[src/rtl/cfg_pkg.sv]
package cfg_pkg;
   // indices into the synchronizer bank
   localparam int SIG_PAR  = 0;
   localparam int SIG_SCLK = 1;
   localparam int SIG_SDAT = 2;
   localparam int SIG_SLD  = 3;
   localparam int NUM_SYNC = 4;

   typedef enum logic [1:0] {
      SRC_HOLD   = 2'd0,
      SRC_PAR    = 2'd1,
      SRC_SERIAL = 2'd2
   } cfg_src_e;
endpackage

[src/rtl/cfg_sync_edge.sv]
module cfg_sync_edge #(
   parameter int STAGES = 2,
   parameter int WIDTH  = 4
) (
   input  logic             clk,
   input  logic             rst_n,
   input  logic [WIDTH-1:0] async_in,
   output logic [WIDTH-1:0] lvl,
   output logic [WIDTH-1:0] rise,
   output logic [WIDTH-1:0] fall
);
   if (STAGES < 2) begin : g_bad_stages
      $error("cfg_sync_edge: STAGES must be at least 2");
   end
   if (WIDTH < 1) begin : g_bad_width
      $error("cfg_sync_edge: WIDTH must be at least 1");
   end

   for (genvar i = 0; i < WIDTH; i++) begin : g_bit
      logic [STAGES:0] chain;

      always_ff @(posedge clk or negedge rst_n) begin
         if (!rst_n) chain <= '0;
         else        chain <= {chain[STAGES-1:0], async_in[i]};
      end

      assign lvl[i]  = chain[STAGES-1];
      assign rise[i] = chain[STAGES-1] & ~chain[STAGES];
      assign fall[i] = ~chain[STAGES-1] & chain[STAGES];
   end
endmodule

[src/rtl/cfg_shift_frame.sv]
module cfg_shift_frame #(
   parameter int FRAME_W = 14
) (
   input  logic               clk,
   input  logic               rst_n,
   input  logic               shift_en,
   input  logic               bit_in,
   output logic [FRAME_W-1:0] frame
);
   if (FRAME_W < 2) begin : g_bad_frame
      $error("cfg_shift_frame: FRAME_W must be at least 2");
   end

   always_ff @(posedge clk or negedge rst_n) begin
      if (!rst_n)        frame <= '0;
      else if (shift_en) frame <= {frame[FRAME_W-2:0], bit_in};
   end


   shift_step_chk: assert property (@(posedge clk) disable iff (!rst_n)
      shift_en |=> frame == {$past(frame[FRAME_W-2:0]), $past(bit_in)});


   shift_idle_chk: assert property (@(posedge clk) disable iff (!rst_n)
      !shift_en |=> $stable(frame));
endmodule

[src/rtl/cfg_n_decode.sv]
module cfg_n_decode #(
   parameter int N_W = 2,
   localparam int MOD_W = 1 << N_W
) (
   input  logic [N_W-1:0]   code,
   output logic [MOD_W-1:0] modulus
);
   if (N_W < 1 || N_W > 4) begin : g_bad_n
      $error("cfg_n_decode: N_W must lie in 1..4");
   end

   for (genvar k = 0; k < MOD_W; k++) begin : g_code
      assign modulus[k] = (code == N_W'(k));
   end
endmodule

[src/rtl/cfg_range_flag.sv]
module cfg_range_flag #(
   parameter int M_W      = 9,
   parameter int M_MIN    = 200,
   parameter int M_MAX    = 400,
   parameter bit CHECK_EN = 1'b1
) (
   input  logic [M_W-1:0] m_val,
   output logic           out_of_range
);
   if (M_MIN > M_MAX) begin : g_bad_order
      $error("cfg_range_flag: M_MIN exceeds M_MAX");
   end
   if (M_MAX >= (1 << M_W)) begin : g_bad_max
      $error("cfg_range_flag: M_MAX does not fit in M_W bits");
   end

   localparam logic [M_W-1:0] LO = M_W'(M_MIN);
   localparam logic [M_W-1:0] HI = M_W'(M_MAX);

   if (CHECK_EN) begin : g_check
      logic below, above;
      assign below = (m_val < LO);
      assign above = (m_val > HI);
      assign out_of_range = below | above;
   end else begin : g_nocheck
      assign out_of_range = 1'b0;
   end
endmodule

[src/rtl/synth_div_cfg.sv]
module synth_div_cfg #(
   parameter int M_W         = 9,
   parameter int N_W         = 2,
   parameter int T_W         = 3,
   parameter int SYNC_STAGES = 2,
   parameter int M_MIN       = 200,
   parameter int M_MAX       = 400,
   localparam int FRAME_W    = T_W + N_W + M_W,
   localparam int MOD_W      = 1 << N_W
) (
   input  logic             clk,
   input  logic             rst_n,
   input  logic             par_strobe,
   input  logic [M_W-1:0]   par_m,
   input  logic [N_W-1:0]   par_n,
   input  logic             ser_clk,
   input  logic             ser_data,
   input  logic             ser_load,
   output logic [M_W-1:0]   m_out,
   output logic [N_W-1:0]   n_code,
   output logic [MOD_W-1:0] n_mod,
   output logic [T_W-1:0]   t_sel,
   output logic             m_bad
);
   import cfg_pkg::*;

   if (T_W < 1 || M_W < 1) begin : g_bad_fields
      $error("synth_div_cfg: field widths must be positive");
   end

   // field positions inside the frame (T sent first, so it lands highest)
   localparam int M_LSB = 0;
   localparam int N_LSB = M_W;
   localparam int T_LSB = M_W + N_W;

   logic [NUM_SYNC-1:0] raw_in, s_lvl, s_rise, s_fall;
   logic                par_lvl, ser_shift, ser_commit;
   logic [FRAME_W-1:0]  frame;
   logic [M_W-1:0]      m_q;
   logic [N_W-1:0]      n_q;
   logic [T_W-1:0]      t_q;
   cfg_src_e            src;

   always_comb begin
      raw_in           = '0;
      raw_in[SIG_PAR]  = par_strobe;
      raw_in[SIG_SCLK] = ser_clk;
      raw_in[SIG_SDAT] = ser_data;
      raw_in[SIG_SLD]  = ser_load;
   end

   cfg_sync_edge #(.STAGES(SYNC_STAGES), .WIDTH(NUM_SYNC)) sync_i (
      .clk(clk), .rst_n(rst_n), .async_in(raw_in),
      .lvl(s_lvl), .rise(s_rise), .fall(s_fall)
   );

   assign par_lvl    = s_lvl[SIG_PAR];
   assign ser_shift  = s_rise[SIG_SCLK] & par_lvl;
   assign ser_commit = s_fall[SIG_SLD] & par_lvl;

   cfg_shift_frame #(.FRAME_W(FRAME_W)) shift_i (
      .clk(clk), .rst_n(rst_n), .shift_en(ser_shift),
      .bit_in(s_lvl[SIG_SDAT]), .frame(frame)
   );

   always_comb begin
      if (!par_lvl)        src = SRC_PAR;
      else if (ser_commit) src = SRC_SERIAL;
      else                 src = SRC_HOLD;
   end

   always_ff @(posedge clk or negedge rst_n) begin
      if (!rst_n) begin
         m_q <= '0;
         n_q <= '0;
         t_q <= '0;
      end else begin
         case (src)
            SRC_PAR: begin
               m_q <= par_m;
               n_q <= par_n;
               t_q <= '0;
            end
            SRC_SERIAL: begin
               m_q <= frame[M_LSB +: M_W];
               n_q <= frame[N_LSB +: N_W];
               t_q <= frame[T_LSB +: T_W];
            end
            default: ;
         endcase
      end
   end

   cfg_n_decode #(.N_W(N_W)) dec_i (.code(n_q), .modulus(n_mod));

   cfg_range_flag #(.M_W(M_W), .M_MIN(M_MIN), .M_MAX(M_MAX), .CHECK_EN(1'b1)) rng_i (
      .m_val(m_q), .out_of_range(m_bad)
   );

   assign m_out  = m_q;
   assign n_code = n_q;
   assign t_sel  = t_q;


   par_follow_chk: assert property (@(posedge clk) disable iff (!rst_n)
      !par_lvl |=> (m_out == $past(par_m)) && (n_code == $past(par_n)));


   par_hold_chk: assert property (@(posedge clk) disable iff (!rst_n)
      (par_lvl && !ser_commit) |=> $stable(m_out) && $stable(n_code) && $stable(t_sel));


   ser_commit_chk: assert property (@(posedge clk) disable iff (!rst_n)
      ser_commit |=> (m_out == $past(frame[M_W-1:0])) &&
                     (t_sel == $past(frame[FRAME_W-1 -: T_W])));


   test_clear_chk: assert property (@(posedge clk) disable iff (!rst_n)
      !par_lvl |=> t_sel == '0);


   nmod_onehot_chk: assert property (@(posedge clk) disable iff (!rst_n)
      $countones(n_mod) == 1);


   range_ok_chk: assert property (@(posedge clk) disable iff (!rst_n)
      (int'(m_out) >= M_MIN && int'(m_out) <= M_MAX) |-> !m_bad);
endmodule

[config.mk]
export PLATFORM = sky130hd
export DESIGN_NAME = synth_div_cfg
export DESIGN_NICKNAME = d
export VERILOG_FILES = /design/src/rtl/cfg_pkg.sv /design/src/rtl/cfg_sync_edge.sv /design/src/rtl/cfg_shift_frame.sv /design/src/rtl/cfg_n_decode.sv /design/src/rtl/cfg_range_flag.sv /design/src/rtl/synth_div_cfg.sv
export SDC_FILE = /design/constraint.sdc
export NUM_CORES = 1
export LEC_CHECK = 0
export ABC_AREA = 1
export BUFFER_PORTS_ARGS = -buffer_cell sky130_fd_sc_hd__buf_4
export CAP_MARGIN = 30
export CORE_MARGIN = 2
export CORE_UTILIZATION = 45
export DETAILED_ROUTE_END_ITERATION = 6
export GPL_TIMING_DRIVEN = 1
export PLACE_DENSITY = 0.72
export SYNTH_ARGS = -nofsm -noshare
export SYNTH_HDL_FRONTEND = slang
export SYNTH_SLANG_ARGS = --single-unit
[constraint.sdc]
create_clock -name clk -period 1.1 [get_ports clk]
set_clock_uncertainty 0.2 [all_clocks]
set_input_delay 0.055 -clock clk [delete_from_list [all_inputs] [get_ports clk]]
set_output_delay 0.055 -clock clk [all_outputs]
set_load 0.01 [all_outputs]
==> impl_metrics.tcl <==
set metrics [dict create \
    status "finished with violations" \
    violations "hold timing, setup timing" \
    setup_viol 47 \
    multiInputGateArea_sq_um 788 \
    pwr-share-seq_pct 48.5 \
    slew_headroom_pct 67.7 \
    clockBufferDepth 2 \
    startpoint_type "flop" \
    io_buffers 35 \
    power_switching_mw 1.25 \
    internal_power_mw 2.48 \
    grt_start_max_net_pins 39 \
    avgViaCountPerCell 5.37 \
    path_max_fanout 4 \
    cts.sinks 38 \
    syn_inst 160 \
    final-seq-area_sq_um 956 \
    setup_tns_ns -7.98 \
    p_per_area_nw_per_um2 1360 \
    vdd_drop_max_mv 1.06 \
    ctsRootBufferMaster "clkbuf_4" \
    fp.dieW_microns 61.8 \
    synth_cell_type_count 13 \
    overflow 0 \
    worstMarginPinSlew_ns 0.485 \
    critical_path_class "flop to primary output" \
    cp.required_ns 0.84 \
    nets 265 \
    comb_power_share_pct 30.2 \
    start_util_pct 48.4 \
    final.min_clock_period_ns 1.63 \
    fmax_mhz 613 \
    drt_wl_total_mm 5.67 \
    boundaryPins 36 \
    clkTransAtPathRegs_ns 0.13 \
    critPathArrivalTime_ns 1.38 \
    final_cell_mix "37 x buf_4, 34 x dfrtp_1, 31 x nand2_1, 25 x buf_6, 16 x dlygate4sd3_1" \
    area_delta_synth_final_pct 83.0 \
    clkPwrFrac_pct 21.3 \
    diodes 0 \
    grt_first_pass_wirelength_mm 6.72 \
    setup_slack_ns -0.531 \
    wl_per_cell_microns 19.4 \
    synth_area_per_cell_sq_um 9.38 \
    fin_util_pct 88.5 \
    htree_levels 2 \
    grt_use_total_pct 25.4 \
    timing.final.hold_violations 20 \
    grt_antenna_before_repair 0 \
    numCtsBuffers 5 \
    crit-reg2reg-launch "sync_i.g_bit[0].chain[1]" \
    syn_nets 177 \
    leakagePower_nw 1.47 \
    ant_nets 0 \
    ys_seq_area_share_pct 63.3 \
    syn_area_sq_um 1500 \
    postSynthRegisterBits 38 \
    yosysWarnings 0 \
    nFillCells 126 \
    hpwl_mm 2.05 \
    drv_cap 0 \
    rows 20 \
    cts_tree "built" \
    dp_slack_ns -0.149 \
    first_global_vias 1418 \
    switching_share_pct 33.5 \
    grt_setup_unrepaired "true" \
    endpoint_kind "primary output" \
    period_share_pct 148 \
    die_y_microns 61.8 \
    coreArea_sq_um 3100 \
    r2r_slack_ns -0.21 \
    stdcell_area_sq_um 2750 \
    die-area_sq_um 3810 \
    place.gp.congestion 0.718 \
    drive_gt1_share_pct 59.0 \
    layout_commonest_cell "buf_4" \
    first_iter_violations 98 \
    vias 1574 \
    firstDrtPassIters 4 \
    hold_path_class "input pin to async pin" \
    place_area_sq_um 1890 \
    startpoint "m_out[3]" \
    slew_viol_final 0 \
    whs_ns -0.0197 \
    drc_errors 0 \
    total_power_mw 3.73 \
    clk_latency_ns 0.36 \
]
worst max-delay path, stage by stage, from the launching register on:
cell and delay (ns):
dfrtp_1 0.44, nor2_1 0.12, nand2_1 0.09, a21oi_2 0.15, nand2_1 0.08, buf_6 0.12
worst paths after layout:
kind,endpoint,cells past startpoint
worst max-delay path,m_bad,5
worst min-delay path,t_sel[2],2
worst max register to register,shift_i.frame[2],5
worst min register to register,sync_i.g_bit[0].chain[1],0
max in group asynchronous,sync_i.g_bit[1].chain[1],2
min in group clk,sync_i.g_bit[2].chain[0],2
layer usage:
| layer | routed length [microns] | share of wire, % | up-vias | global-route usage, % |
|---|---|---|---|---|
| met5 | 0 | 0 | - | 0 |
| met4 | 243 | 4.3 | 0 | 10.3 |
| met3 | 396 | 7.0 | 24 | 6.21 |
| met2 | 2870 | 51 | 81 | 43.0 |
| met1 | 2160 | 38 | 794 | 31.4 |
| li1 | - | - | 675 | - |
through the flow:
stage          hold WS (ns)  std cells
6_report            -0.0197        293
3_5_place_dp         -0.162        246
3_3_place_gp         -0.167        246
4_1_cts             0.00247        281
2_1_floorplan        -0.441        160
5_1_grt              0.0217        293
power by group through the flow:
stage               sequential [mW]  clock [mW]  combinational (mW)
floorplan                      1.75           0               0.266
global route                   1.82       0.862                1.20
detailed placement             1.75           0               0.602
global placement               1.74           0               0.577
finish                         1.81       0.796                1.13
CTS                            1.75       0.756               0.838
registers in the layout, indices dropped and copies added (netlist names):
register,count
t_sel,3
m_out,9
n_code,2
shift_i.frame,14
sync_i.g_bit.chain,10
final cells by class:
cell class	instances	share of cell area, %
Clock inverter	1	0.182
Sequential cell	38	34.8
Timing Repair Buffer	83	30.0
Clock buffer	7	2.00
Inverter	17	2.32
Tap cell	44	2.00
Multi-Input combinational cell	103	28.7
synth_stat cells (all sizes together):
cell type   n  area, sq um
nor2       15         56.3
nand2      54          203
inv        17         63.8
nand3b      1         20.0
nand3      12         60.1
buf         5         46.3
dfrtp      38          951
a21oi       8         51.3
o21ai      10         50.1
cells by family after synthesis:
logic type	share of synthesized area, %
flip-flops	63.3
AO/OA/AOI/OAI	6.75
buffers and inverters	7.33
AND/OR/NAND/NOR	22.6
timing repair:
action,in CTS,in global routing
cloned,4,0
buffers inserted,8,13
hold buffers,16,0
resized for setup,64,54
pin swaps,11,10
endpoints found under the setup margin,47,47
hold endpoints to repair,53,0
No activity file was read; power rests on OpenSTA's default activity.
